===== src/rtl/ptx_pkg.sv =====
package ptx_pkg;
  localparam int unsigned REL_W   = 16;
  localparam int unsigned PHYS_W  = 17;
  localparam int unsigned U_PAGES = 16;
  localparam int unsigned S_PAGES = 4;
  localparam int unsigned W_PAGES = 4;
  localparam int unsigned P_PAGES = 1;
  localparam int unsigned U_OFF   = 12;
  localparam int unsigned S_OFF   = 9;
  localparam int unsigned W_OFF   = 6;
  localparam int unsigned P_OFF   = 9;
  localparam int unsigned G_OFF   = 9;

  localparam int unsigned U_IDX   = $clog2(U_PAGES);
  localparam int unsigned S_IDX   = $clog2(S_PAGES);
  localparam int unsigned W_IDX   = $clog2(W_PAGES);
  localparam int unsigned U_FRAME = PHYS_W - U_OFF;
  localparam int unsigned S_FRAME = PHYS_W - S_OFF;
  localparam int unsigned W_FRAME = PHYS_W - W_OFF;
  localparam int unsigned P_FRAME = PHYS_W - P_OFF;
  localparam int unsigned GUARD_W = REL_W - G_OFF;
  localparam int unsigned CFG_FW  = W_FRAME;

  typedef enum logic [1:0] {
    BK_USER = 2'd0,
    BK_SYS  = 2'd1,
    BK_WORK = 2'd2,
    BK_SUP  = 2'd3
  } bank_e;
endpackage


===== src/rtl/ptx_bank.sv =====
module ptx_bank #(
  parameter int unsigned NPAGE   = 4,
  parameter int unsigned FRAME_W = 8,
  parameter bit          HAS_LOCK = 1'b1,
  parameter bit          HAS_USE  = 1'b0,
  localparam int unsigned IDX_W  = (NPAGE > 1) ? $clog2(NPAGE) : 1
) (
  input  logic               clk_i,
  input  logic               rst_ni,
  input  logic [IDX_W-1:0]   lk_idx_i,
  output logic [FRAME_W-1:0] lk_frame_o,
  output logic               lk_lock_o,
  input  logic               touch_i,
  input  logic               wr_en_i,
  input  logic [IDX_W-1:0]   cfg_idx_i,
  input  logic [FRAME_W-1:0] wr_frame_i,
  input  logic               wr_lock_i,
  output logic [FRAME_W-1:0] rb_frame_o,
  output logic               rb_lock_o,
  output logic               rb_use_o
);
  logic [NPAGE-1:0][FRAME_W-1:0] frame_q;
  logic [NPAGE-1:0]              lock_q;
  logic [NPAGE-1:0]              use_q;

  always_ff @(posedge clk_i or negedge rst_ni) begin
    if (!rst_ni) begin
      frame_q <= '0;
    end else if (wr_en_i) begin
      for (int p = 0; p < int'(NPAGE); p++)
        if (cfg_idx_i == IDX_W'(p)) frame_q[p] <= wr_frame_i;
    end
  end

  generate
    if (HAS_LOCK) begin : g_lock
      always_ff @(posedge clk_i or negedge rst_ni) begin
        if (!rst_ni) begin
          lock_q <= '0;
        end else if (wr_en_i) begin
          for (int p = 0; p < int'(NPAGE); p++)
            if (cfg_idx_i == IDX_W'(p)) lock_q[p] <= wr_lock_i;
        end
      end
    end else begin : g_nolock
      logic unused_lock;
      assign unused_lock = wr_lock_i;
      assign lock_q      = '0;
    end

    if (HAS_USE) begin : g_use
      always_ff @(posedge clk_i or negedge rst_ni) begin
        if (!rst_ni) begin
          use_q <= '0;
        end else begin
          for (int p = 0; p < int'(NPAGE); p++) begin
            // explicit write clear beats access set
            if (wr_en_i && cfg_idx_i == IDX_W'(p))      use_q[p] <= 1'b0;
            else if (touch_i && lk_idx_i == IDX_W'(p))  use_q[p] <= 1'b1;
          end
        end
      end
    end else begin : g_nouse
      logic unused_touch;
      assign unused_touch = touch_i;
      assign use_q        = '0;
    end
  endgenerate

  always_comb begin
    lk_frame_o = '0;
    lk_lock_o  = 1'b0;
    rb_frame_o = '0;
    rb_lock_o  = 1'b0;
    rb_use_o   = 1'b0;
    for (int p = 0; p < int'(NPAGE); p++) begin
      if (lk_idx_i == IDX_W'(p)) begin
        lk_frame_o = frame_q[p];
        lk_lock_o  = lock_q[p];
      end
      if (cfg_idx_i == IDX_W'(p)) begin
        rb_frame_o = frame_q[p];
        rb_lock_o  = lock_q[p];
        rb_use_o   = use_q[p];
      end
    end
  end
endmodule


===== src/rtl/ptx_decode.sv =====
module ptx_decode
  import ptx_pkg::*;
(
  input  logic [1:0]       class_i,
  input  logic             alias_i,
  input  logic [REL_W-1:0] addr_i,
  output bank_e            bank_o,
  output logic [U_IDX-1:0] idx_o
);
  always_comb begin
    bank_o = BK_USER;
    idx_o  = '0;
    unique case (class_i)
      2'd0: begin
        bank_o = BK_USER;
        idx_o  = addr_i[U_OFF +: U_IDX];
      end
      2'd1: begin
        bank_o = BK_SYS;
        idx_o  = U_IDX'(addr_i[S_OFF +: S_IDX]);
      end
      2'd2: begin
        bank_o = BK_WORK;
        idx_o  = U_IDX'(addr_i[W_OFF +: W_IDX]);
      end
      default: begin
        if (alias_i) begin
          bank_o = BK_SYS;
          idx_o  = U_IDX'(addr_i[S_OFF +: S_IDX]);
        end else begin
          bank_o = BK_SUP;
          idx_o  = '0;
        end
      end
    endcase
  end
endmodule


===== src/rtl/addr_xlate.sv =====
module addr_xlate
  import ptx_pkg::*;
(
  input  logic                clk_i,
  input  logic                rst_ni,
  input  logic                req_valid_i,
  input  logic [1:0]          req_class_i,
  input  logic [REL_W-1:0]    req_addr_i,
  input  logic                user_mode_i,
  input  logic                sup_alias_i,
  input  logic                guard_en_i,
  input  logic [GUARD_W-1:0]  guard_unit_i,
  input  logic                cfg_we_i,
  input  logic [1:0]          cfg_bank_i,
  input  logic [U_IDX-1:0]    cfg_idx_i,
  input  logic [CFG_FW-1:0]   cfg_frame_i,
  input  logic                cfg_lock_i,
  output logic [CFG_FW-1:0]   cfg_frame_o,
  output logic                cfg_lock_o,
  output logic                cfg_use_o,
  output logic                rsp_valid_o,
  output logic                mem_req_o,
  output logic [PHYS_W-1:0]   phys_addr_o,
  output logic                lock_fault_o,
  output logic                class_fault_o
);
  bank_e            lk_bank;
  logic [U_IDX-1:0] lk_idx;

  ptx_decode u_dec (
    .class_i (req_class_i),
    .alias_i (sup_alias_i),
    .addr_i  (req_addr_i),
    .bank_o  (lk_bank),
    .idx_o   (lk_idx)
  );

  logic [U_FRAME-1:0] u_frame, u_rb_frame;
  logic [S_FRAME-1:0] s_frame, s_rb_frame;
  logic [W_FRAME-1:0] w_frame, w_rb_frame;
  logic [P_FRAME-1:0] p_frame, p_rb_frame;
  logic u_lock, s_lock, w_lock, p_lock;
  logic u_rb_lock, s_rb_lock, w_rb_lock, p_rb_lock;
  logic u_rb_use, s_rb_use, w_rb_use, p_rb_use;
  logic touch_u, go;

  ptx_bank #(.NPAGE(U_PAGES), .FRAME_W(U_FRAME), .HAS_LOCK(1'b1), .HAS_USE(1'b1)) u_bank_user (
    .clk_i, .rst_ni,
    .lk_idx_i (lk_idx), .lk_frame_o (u_frame), .lk_lock_o (u_lock),
    .touch_i  (touch_u),
    .wr_en_i  (cfg_we_i && cfg_bank_i == 2'(BK_USER)),
    .cfg_idx_i (cfg_idx_i), .wr_frame_i (cfg_frame_i[U_FRAME-1:0]), .wr_lock_i (cfg_lock_i),
    .rb_frame_o (u_rb_frame), .rb_lock_o (u_rb_lock), .rb_use_o (u_rb_use)
  );

  ptx_bank #(.NPAGE(S_PAGES), .FRAME_W(S_FRAME), .HAS_LOCK(1'b1), .HAS_USE(1'b0)) u_bank_sys (
    .clk_i, .rst_ni,
    .lk_idx_i (lk_idx[S_IDX-1:0]), .lk_frame_o (s_frame), .lk_lock_o (s_lock),
    .touch_i  (1'b0),
    .wr_en_i  (cfg_we_i && cfg_bank_i == 2'(BK_SYS)),
    .cfg_idx_i (cfg_idx_i[S_IDX-1:0]), .wr_frame_i (cfg_frame_i[S_FRAME-1:0]), .wr_lock_i (cfg_lock_i),
    .rb_frame_o (s_rb_frame), .rb_lock_o (s_rb_lock), .rb_use_o (s_rb_use)
  );

  ptx_bank #(.NPAGE(W_PAGES), .FRAME_W(W_FRAME), .HAS_LOCK(1'b1), .HAS_USE(1'b0)) u_bank_work (
    .clk_i, .rst_ni,
    .lk_idx_i (lk_idx[W_IDX-1:0]), .lk_frame_o (w_frame), .lk_lock_o (w_lock),
    .touch_i  (1'b0),
    .wr_en_i  (cfg_we_i && cfg_bank_i == 2'(BK_WORK)),
    .cfg_idx_i (cfg_idx_i[W_IDX-1:0]), .wr_frame_i (cfg_frame_i[W_FRAME-1:0]), .wr_lock_i (cfg_lock_i),
    .rb_frame_o (w_rb_frame), .rb_lock_o (w_rb_lock), .rb_use_o (w_rb_use)
  );

  ptx_bank #(.NPAGE(P_PAGES), .FRAME_W(P_FRAME), .HAS_LOCK(1'b0), .HAS_USE(1'b0)) u_bank_sup (
    .clk_i, .rst_ni,
    .lk_idx_i (1'b0), .lk_frame_o (p_frame), .lk_lock_o (p_lock),
    .touch_i  (1'b0),
    .wr_en_i  (cfg_we_i && cfg_bank_i == 2'(BK_SUP)),
    .cfg_idx_i (1'b0), .wr_frame_i (cfg_frame_i[P_FRAME-1:0]), .wr_lock_i (cfg_lock_i),
    .rb_frame_o (p_rb_frame), .rb_lock_o (p_rb_lock), .rb_use_o (p_rb_use)
  );

  logic              cls_fault, guard_hit, sel_lock, lock_hit;
  logic [PHYS_W-1:0] phys_c;

  assign cls_fault = req_valid_i && req_class_i == 2'd3 && user_mode_i;
  assign guard_hit = guard_en_i && lk_bank == BK_USER &&
                     req_addr_i[REL_W-1:G_OFF] == guard_unit_i;

  always_comb begin
    unique case (lk_bank)
      BK_USER: begin sel_lock = u_lock; phys_c = {u_frame, req_addr_i[U_OFF-1:0]}; end
      BK_SYS:  begin sel_lock = s_lock; phys_c = {s_frame, req_addr_i[S_OFF-1:0]}; end
      BK_WORK: begin sel_lock = w_lock; phys_c = {w_frame, req_addr_i[W_OFF-1:0]}; end
      default: begin sel_lock = p_lock; phys_c = {p_frame, req_addr_i[P_OFF-1:0]}; end
    endcase
  end

  assign lock_hit = sel_lock || guard_hit;
  assign go       = req_valid_i && !cls_fault && !lock_hit;
  assign touch_u  = go && lk_bank == BK_USER;

  always_ff @(posedge clk_i or negedge rst_ni) begin
    if (!rst_ni) begin
      rsp_valid_o   <= 1'b0;
      mem_req_o     <= 1'b0;
      lock_fault_o  <= 1'b0;
      class_fault_o <= 1'b0;
      phys_addr_o   <= '0;
    end else begin
      rsp_valid_o   <= req_valid_i;
      mem_req_o     <= go;
      lock_fault_o  <= req_valid_i && !cls_fault && lock_hit;
      class_fault_o <= cls_fault;
      phys_addr_o   <= go ? phys_c : '0;
    end
  end

  always_comb begin
    unique case (cfg_bank_i)
      2'(BK_USER): begin cfg_frame_o = CFG_FW'(u_rb_frame); cfg_lock_o = u_rb_lock; cfg_use_o = u_rb_use; end
      2'(BK_SYS):  begin cfg_frame_o = CFG_FW'(s_rb_frame); cfg_lock_o = s_rb_lock; cfg_use_o = s_rb_use; end
      2'(BK_WORK): begin cfg_frame_o = CFG_FW'(w_rb_frame); cfg_lock_o = w_rb_lock; cfg_use_o = w_rb_use; end
      default:     begin cfg_frame_o = CFG_FW'(p_rb_frame); cfg_lock_o = p_rb_lock; cfg_use_o = p_rb_use; end
    endcase
  end
endmodule


===== config.mk =====
export PLATFORM = sky130hd
export DESIGN_NAME = addr_xlate
export DESIGN_NICKNAME = d
export VERILOG_FILES = /design/src/rtl/ptx_pkg.sv /design/src/rtl/ptx_bank.sv /design/src/rtl/ptx_decode.sv /design/src/rtl/addr_xlate.sv
export SDC_FILE = /design/constraint.sdc
export NUM_CORES = 1
export LEC_CHECK = 0
export BUFFER_PORTS_ARGS = -buffer_cell sky130_fd_sc_hd__buf_2
export CAP_MARGIN = 0
export CORE_ASPECT_RATIO = 1.4
export CORE_UTILIZATION = 55
export DETAILED_ROUTE_END_ITERATION = 8
export PLACE_DENSITY_LB_ADDON = 0.25
export SYNTH_ARGS = -nofsm -noshare
export SYNTH_HDL_FRONTEND = slang
export SYNTH_SLANG_ARGS = --single-unit

===== constraint.sdc =====
create_clock -name clk_i -period 2 [get_ports clk_i]
set_clock_uncertainty 0.05 [all_clocks]
set_input_delay 0.1 -clock clk_i [delete_from_list [all_inputs] [get_ports clk_i]]
set_output_delay 0.1 -clock clk_i [all_outputs]
set_load 0.01 [all_outputs]

==> metrics.md, run 1 <==
| Metric | Value |
|---|---|
| Status | finished, violations left |
| Failing checks | negative setup slack |
| Vias per cell | 6.71 |
| CTS H-tree depth | 1 |
| WL final | around 54 mm |
| CP bufs+invs | 1 |
| Min-Delay Path Class | in -> async |
| Skew-Pair Late Insertion Delay | 540 ps |
| Fin crit share | 1.40 |
| Routability cong. | 1.04 |
| Design area | 0.0173 mm^2 |
| Congestion Overflow GR | 0 |
| Sw frac | 0.322 |
| Worst Setup Path Type | reg -> out |
| Max Cap Violations | 0 |
| Die area | about 0.023 mm^2 |
| Cell Int Power | 10.3 mW |
| All-Layer GR Usage | 0.467 |
| Slew Viols, Final | 0 |
| Vias in the first global route | approximately 13000 |
| Initial Util | 0.565 |
| Die height | 180 um |
| Initial antenna violation count | 1 |
| Net Switching | around 4.9 mW |
| Worst endpoint required time | between 1500 and 2000 ps |
| Crit-path cells | a211oi_4 > o31ai_2 > a221oi_2 > o311a_1 > o22ai_2 > a22oi_2 > o32ai_2 > buf_2 |
| Unrepaired setup endpoints after global routing | yes |
| Worst EP arrival | between 2000 and 3000 ps |
| Detail Route Antenna Nets | 0 |
| Worst Tran Pin Value | 745 ps |
| Ys Warns | 0 |
| Nets | 1641 |
| Die W | 129 um |
| Routed via count | 12800 |
| CP peak stage delay | approximately 500 ps |
| Number of buffers created by CTS | 24 |
| Synth unique cells | 71 |
| Crit path max fanout | 2 |
| Pwr/cell area | 874 mW/mm^2 |
| Delay-heaviest family, CP | compound AO/OA/AOI/OAI gates |
| Clock power share | 0.319 |
| Placed cells | 1813 |
| Syn Nets | between 1000 and 1500 |
| Final Worst Setup Slack | -793 ps |
| TritonCTS clock tree | done |
| Startpoint types | register |
| Comb power frac | 0.278 |
| Clock-pin slew on the worst setup and hold paths | ~70 ps |
| Reg area | 0.00563 mm^2 |
| Fillers | 1534 |
| Flops & latches, synth | 225 |
| I/O pins | 84 |
| Primary FF master, synth | dfrtp_1 |
| I/O Buffers | 83 |
| Type of destination of the critical path | output pin |
| Flop pwr share | 0.403 |
| Fin crit period | between 2000 and 3000 ps |
| Finished Layout Cells | 1906 |
| # rows | 64 |
| Normalized max-slew margin | 0.503 |
| Fmax | approximately 0.36 GHz |
| Clk sinks | approximately 230 |
| Max VDD drop | 867 uV |
| Antenna Cells | 0 |
| Final Hold Vio Count | 0 |
| Share of cells above drive strength 1 | 0.484 |
| Power Total | 15.1 mW |
| CTS root buf | clkbuf_16 |
| Placed inst area | 0.0153 mm^2 |
| Critical-path top delay cell | dfrtp_1 |
| Post-synthesis async set-or-reset flop share | 1.00 |
| Violation count after the first detailed-routing iteration | 1354 |
| Mean post-synth cell area | 10.2 um^2 |
| Maximum root-to-sink buffer count | 3 |
| Routed wire per std cell | 28.4 um |
| First-pass GRT wire length | 79.3 mm |
| Post-synthesis cell area | ~0.012 mm^2 |
| Area of the multi-input gates | 0.00703 mm^2 |
| Sequential area share after synthesis | 0.451 |
| Drt drc | 0 |
| Final setup violation count | 42 |
| Mapped Cells | 1221 |
| DRT Pass-1 Iters | 6 |
| Hold slack | 48.9 ps |
| Lkg Pwr | between 7 and 8 nW |
| Post-synth EDFFs | 0 |
| Post-DP HPWL | 37.7 mm |
| Pin count of the biggest net entering global routing | 52 |
| Area grow syn2layout | 38.7% |
| Core region area | 0.0221 mm^2 |
placed cells by master, fill, tap and decap left out, types with 6 or more instances in the layout:
master	count
a21oi_2	16
buf_4	291
a31oi_1	12
inv_1	13
o21ai_1	14
mux4_2	13
nor2b_1	9
or3_1	6
buf_6	19
nor2_2	7
a221oi_2	7
a222oi_1	7
a21oi_1	81
a221o_1	8
nor3_1	15
o22ai_1	16
and2_4	6
nand2_1	138
nand4_1	8
clkbuf_16	25
dlygate4sd3_1	20
mux2i_1	27
mux2_2	195
xor2_1	7
o22a_1	8
buf_12	13
o21ai_2	18
o21ai_0	34
a22oi_1	20
nor2_1	61
buf_2	80
dfrtp_1	225
nand3_1	37
cell usage after synthesis, types with 3 or more instances:
master,number,area share
o211ai_1,4,0.0024
o21ai_0,55,0.022
nand3_1,38,0.015
a2111oi_0,4,0.0028
o32ai_1,4,0.0028
xor2_1,7,0.0049
nand2_1,140,0.042
o221a_2,3,0.0027
a21o_1,3,0.0018
buf_2,11,0.0044
a211oi_1,7,0.0042
nor2b_1,11,0.0055
a2bb2oi_1,3,0.0021
nor2_1,73,0.022
a22o_1,3,0.0021
inv_1,14,0.0042
a221oi_1,11,0.0077
buf_1,12,0.0036
o31ai_1,6,0.0036
buf_6,4,0.0036
nor3_1,20,0.0080
nand4_1,8,0.0040
a221o_1,8,0.0064
mux2i_1,28,0.022
o22a_1,8,0.0056
o21ai_1,13,0.0052
o21a_1,4,0.0024
a21oi_1,100,0.040
o22ai_1,20,0.010
a222oi_1,7,0.0056
a31oi_1,13,0.0065
or3_1,7,0.0035
and2_1,11,0.0055
mux2_2,196,0.18
clkbuf_1,56,0.017
nand2b_1,5,0.0025
a22oi_1,22,0.013
mux4_2,13,0.023
dfrtp_1,225,0.45
path summary, 6_finish.rpt:
check	from	slack [ps]	cells past startpoint	endpoint
max	u_bank_user.frame_q[13]	-790	8	cfg_frame_o[3]
max in group asynchronous	rst_ni	1150	3	u_bank_user.frame_q[57]
min reg2reg	u_bank_user.use_q[9]	430	2	u_bank_user.use_q[9]
min	rst_ni	50	2	u_bank_user.frame_q[13]
max reg2reg	u_bank_user.lock_q[0]	-230	10	phys_addr_o[15]
min in group clk_i	req_class_i[0]	50	4	lock_fault_o
final cells by class:
| cell class | instances | share of cell area |
|---|---|---|
| Multi-Input combinational cell | 895 | 0.406 |
| Sequential cell | 225 | 0.325 |
| Timing Repair Buffer | 429 | 0.194 |
| Clock buffer | 31 | 0.0397 |
| Tap cell | 297 | 0.0215 |
| Clock inverter | 13 | 0.00932 |
| Inverter | 16 | 0.00419 |
routing by layer:
metal	share of wire	vias up	global-route usage	routed length [um]
li1	-	5268	-	-
met1	0.33	6291	0.514	17800
met2	0.48	897	0.767	26100
met3	0.085	337	0.0891	4630
met4	0.10	2	0.401	5580
met5	0.00022	-	0	12
flip-flops by register name (all words and copies together) (netlist names):
register and flops:
class_fault_o 1, rsp_valid_o 1, u_bank_sys.lock_q 4, mem_req_o 1
u_bank_user.lock_q 16, phys_addr_o 17, u_bank_sup.frame_q 8, lock_fault_o 1
u_bank_work.lock_q 4, u_bank_work.frame_q 44, u_bank_user.frame_q 80, u_bank_user.use_q 16
u_bank_sys.frame_q 32
cells by family after synthesis:
logic type             share of synthesized area
multiplexers                               0.223
buffers and inverters                     0.0345
XOR/XNOR                                 0.00561
flip-flops                                 0.451
AND/OR/NAND/NOR                            0.120
AO/OA/AOI/OAI                              0.167
through the flow:
stage | setup slack [ps] | setup TNS [ps] | utilization
floorplan | -272 | -6870 | -
global placement | -820 | -24830 | 0.694
detailed placement | -828 | -27510 | 0.694
CTS | -653 | -5040 | 0.770
global route | -967 | -12440 | 0.784
finish | -793 | -9210 | 0.784
what timing repair did:
item	4_1_cts	5_1_grt
gates resized for setup	116	61
endpoints found under the hold margin	277	0
setup buffers	25	7
setup endpoints to repair	36	44
cloned	1	0
hold buffers	20	0
pin swaps	53	36
power by group through the flow:
stage / combinational (mW) / clock, mW / sequential (mW)
2_1_floorplan: 1.88 / 0 / 5.86
3_3_place_gp: 3.46 / 0 / 6.06
3_5_place_dp: 3.53 / 0 / 6.09
4_1_cts: 3.93 / 4.82 / 6.01
5_1_grt: 4.41 / 5.01 / 6.14
6_report: 4.21 / 4.83 / 6.10
No activity file was read; power rests on OpenSTA's default activity.
==> run 2, diff against run 1 <==
Settings changed: ABC_AREA set to 1.
Clock period 2 ns to 2.8 ns, I/O delays scaled along.
==> run 2 against run 1 <==
Effect of this change: the run still ends with negative setup slack left; synthesized area down 7.2%; combinational power down 55%; synthesized cell count up 23%; non-clock buffer count down 251; setup slack better by 770 ps; critical endpoint unchanged.
==> metrics.md, run 2 <==
| Metric | Value |
|---|---|
| Most frequent cells in the layout | nand2_1, o21ai_0, dfrtp_1 (was buf_4, dfrtp_1, mux2_2) |
| Area grow syn2layout | 19.3% (was 38.7%) |
| Max FFs per register | 80 (unchanged) |
| Drt drc | 0 (unchanged) |
| Status | finished, violations left (unchanged) |
| Met2 GRT Util | 0.632 (was 0.767) |
| Worst EP arrival | 2630 ps (was 2640 ps) |
| Die W | 125 um (was 129 um) |
| Top-count cell post-synth | nand2_1 (was dfrtp_1) |
| Core region area | 0.0206 mm^2 (was 0.0221 mm^2) |
| Congestion Overflow GR | 0 (unchanged) |
| # rows | 62 (was 64) |
| Finished Layout Cells | 1909 (was 1906) |
| Final setup violation count | 1 (was 42) |
| Synth top area cells | dfrtp_1, nand2_1, o21ai_0, inv_1, a21oi_1 (was dfrtp_1, mux2_2, nand2_1, a21oi_1, mux4_2) |
| Clock power share | 0.363 (was 0.319) |
| I/O Buffers | 83 (unchanged) |
| Unrepaired setup endpoints after global routing | yes (unchanged) |
| Post-synthesis async set-or-reset flop share | 1.00 (unchanged) |
| I/O pins | 84 (unchanged) |
| Initial Util | 0.564 (was 0.565) |
| Worst Setup Path Type | reg -> out (unchanged) |
| Clk sinks | 225 (unchanged) |
| Power Total | 9.68 mW (was 15.1 mW) |
| Share of cells above drive strength 1 | 0.155 (was 0.484) |
| Vias per cell | 6.16 (was 6.71) |
| Fin util | 0.673 (was 0.784) |
| CTS H-tree depth | 1 (unchanged) |
| Flop pwr share | 0.439 (was 0.403) |
| Vias in the first global route | 11300 (was 13100) |
| Largest family of logic cells by synthesized area | compound AO/OA/AOI/OAI gates (was multiplexers) |
| Largest regs | u_bank_user.frame_q (80), u_bank_work.frame_q (44), u_bank_sys.frame_q (32) (unchanged) |
| TritonCTS clock tree | done (unchanged) |
| Die area | 0.0217 mm^2 (was 0.0233 mm^2) |
| Grt met1 use | 0.461 (was 0.514) |
| Antenna Cells | 0 (unchanged) |
| Final Worst Setup Slack | -20.5 ps (was -793 ps) |
| Placed cells | 1839 (was 1813) |
| Mean post-synth cell area | 7.74 um^2 (was 10.2 um^2) |
| Hold slack | 17.4 ps (was 48.9 ps) |
| Syn Nets | 1548 (was 1271) |
| Nets | 1686 (was 1641) |
| Flops & latches, synth | 225 (unchanged) |
| Mux contribution to synthesized area | 0.00292 (was 0.223) |
| Synth top cells by count | nand2_1, o21ai_0, dfrtp_1 (was dfrtp_1, mux2_2, nand2_1) |
| Placed inst area | 0.0126 mm^2 (was 0.0153 mm^2) |
| Grt met3 use | 0.0608 (was 0.0891) |
| Initial antenna violation count | 0 (was 1) |
| Pin count of the biggest net entering global routing | 79 (was 52) |
| WL final | 41.3 mm (was 54.1 mm) |
| Clock-pin slew on the worst setup and hold paths | 60 ps (was 70 ps) |
| Violation count after the first detailed-routing iteration | 1502 (was 1354) |
| Slew Viols, Final | 0 (unchanged) |
| Skew-Pair Late Insertion Delay | 540 ps (about the same) |
| Min-Delay Path Class | in -> reg (was in -> async) |
| Worst Tran Pin Value | 903 ps (was 745 ps) |
| Primary FF master, synth | dfrtp_1 (unchanged) |
| Gr busiest metal | met2 (unchanged) |
| Sw frac | 0.315 (was 0.322) |
| Failing checks | negative setup slack (unchanged) |
| Net Switching | 3.04 mW (was 4.87 mW) |
| Worst endpoint required time | 2610 ps (was 1850 ps) |
| Post-DP HPWL | 28.8 mm (was 37.7 mm) |
| Comb power frac | 0.197 (was 0.278) |
| Post-Synth Adder-Cell Area | 0 (unchanged) |
| Simple-gate portion of the synthesized area | 0.199 (was 0.120) |
| Ys Warns | 0 (unchanged) |
| Routed wire per std cell | 21.6 um (was 28.4 um) |
| Post-synth EDFFs | 0 (unchanged) |
| Lkg Pwr | 6.54 nW (was 7.95 nW) |
| CTS root buf | clkbuf_16 (unchanged) |
| Fmax | 0.355 GHz |
| Maximum root-to-sink buffer count | 3 (unchanged) |
| Commonest non-fill, non-tap cell in the layout | nand2_1 (was buf_4) |
| All-Layer GR Usage | 0.385 (was 0.467) |
| Pwr/cell area | 700 mW/mm^2 (was 874 mW/mm^2) |
| Routability cong. | 1.02 (was 1.04) |
| Design area | 0.0138 mm^2 (was 0.0173 mm^2) |
| Post-synthesis compound-gate area fraction | 0.225 (was 0.167) |
| Cell Int Power | 6.63 mW (was 10.3 mW) |
| Area share of the largest cell type after synthesis | 0.486 (was 0.451) |
| Fin crit share | 1.01 |
| Final Hold Vio Count | 0 (unchanged) |
| Routed via count | 11800 (was 12800) |
| Mapped Cells | 1498 (was 1221) |
| Normalized max-slew margin | 0.397 (was 0.503) |
| Synth unique cells | 38 (was 71) |
| Detail Route Antenna Nets | 0 (unchanged) |
| Type of destination of the critical path | output pin (unchanged) |
| First-pass GRT wire length | 64.1 mm (was 79.3 mm) |
| Crit path max fanout | 2 (unchanged) |
| Max Cap Violations | 0 (unchanged) |
| Most flop-heavy register | u_bank_user.frame_q (unchanged) |
| Number of buffers created by CTS | 25 (was 24) |
| Post-synthesis cell area | 0.0116 mm^2 (was 0.0125 mm^2) |
| Sequential area share after synthesis | 0.486 (was 0.451) |
| Startpoint types | register (unchanged) |
| Die height | 174 um (was 180 um) |
| Fin crit period | 2820 ps |
| Max VDD drop | 537 uV (was 867 uV) |
| DRT Pass-1 Iters | 6 (unchanged) |
| Dominant cell type by area after synthesis | dfrtp_1 (unchanged) |
| XOR/XNOR share of the synthesized area | 0.00227 (was 0.00561) |
[run 2: cell types whose count changed after synthesis, moves of 30 or more]
cell,delta
inv_1,+165
mux2_2,-193
nand2_1,+213
nor2_1,+35
o21ai_0,+190
o221ai_1,+30
[run 2: worst max-delay path, cell delays in order (launching register included)]
cell,delay (ps)
dfrtp_1,390
nand3_2,90
o21ai_2,70
a21oi_2,100
o211ai_1,100
o21ai_1,90
nand2_1,80
a21oi_2,130
nand3_1,120
o21ai_2,110
nand2_1,100
a21oi_2,100
nand3_1,100
o21ai_2,100
nand3_1,110
nand2_1,100
nand3_2,80
buf_6,130
[run 2: routing by layer]
metal | share of wire | routed length, um | vias up
li1 | - | - | 5281
met1 | 0.37 | 15200 | 5529
met2 | 0.47 | 19200 | 731
met3 | 0.085 | 3530 | 222
met4 | 0.081 | 3330 | 0
met5 | 0 | 0 | -
[run 2: layout make-up]
cell class / instances / area, um^2
Fill cell: 1694 / 6730
Sequential cell: 225 / 5630
Multi-Input combinational cell: 1017 / 5080
Timing Repair Buffer: 178 / 1220
Clock buffer: 36 / 717
Inverter: 189 / 709
Tap cell: 256 / 320
Clock inverter: 8 / 146
[run 2: path summary, 6_finish.rpt]
| kind | startpoint | to | slack [ps] | cells after the start |
|---|---|---|---|---|
| hold / removal | req_addr_i[6] | phys_addr_o[6] | 20 | 3 |
| setup reg to reg | u_bank_user.lock_q[1] | u_bank_user.use_q[11] | 590 | 15 |
| max in group asynchronous | rst_ni | u_bank_sys.frame_q[29] | 1710 | 3 |
| hold reg to reg | u_bank_sys.frame_q[0] | u_bank_sys.frame_q[0] | 450 | 2 |
| min in group asynchronous | rst_ni | u_bank_user.frame_q[29] | 120 | 2 |
| setup / recovery | u_bank_user.frame_q[3] | cfg_frame_o[3] | -20 | 17 |
[run 2: what timing repair did]
action                                 CTS  global route
pin swaps                                0            20
gates cloned                             0             0
setup endpoints to repair                3            12
setup buffers                            0             5
hold buffers                            21             0
endpoints found under the hold margin  135             0
gates resized for setup                  5            34
[run 2: cells by family (layout without fill, tap and decap cells)]
family | Yosys count | in the layout
and+or+nand+nor | 546 | 546
xor gates and xnor gates | 3 | 3
DFF | 225 | 225
AOI/OAI and AO/OA | 465 | 465
buffers and inverters | 256 | 411
muxes | 3 | 3
[run 2: power by group through the flow]
| stage | sequential, mW | clock (mW) | combinational, mW |
|---|---|---|---|
| after detailed placement | 4.27 | 0 | 1.77 |
| after CTS | 4.22 | 3.52 | 1.81 |
| after floorplan | 4.14 | 0 | 1.07 |
| final | 4.25 | 3.52 | 1.91 |
| after global routing | 4.29 | 3.64 | 2.08 |
| after global placement | 4.26 | 0 | 1.72 |
[run 2: stage by stage]
step	setup slack [ps]	TNS, ps
5_1_grt	-126	-630
3_5_place_dp	-3.02	-3.02
2_1_floorplan	758	0
6_report	-20.5	-20.5
3_3_place_gp	34.7	0
4_1_cts	-72.7	-138
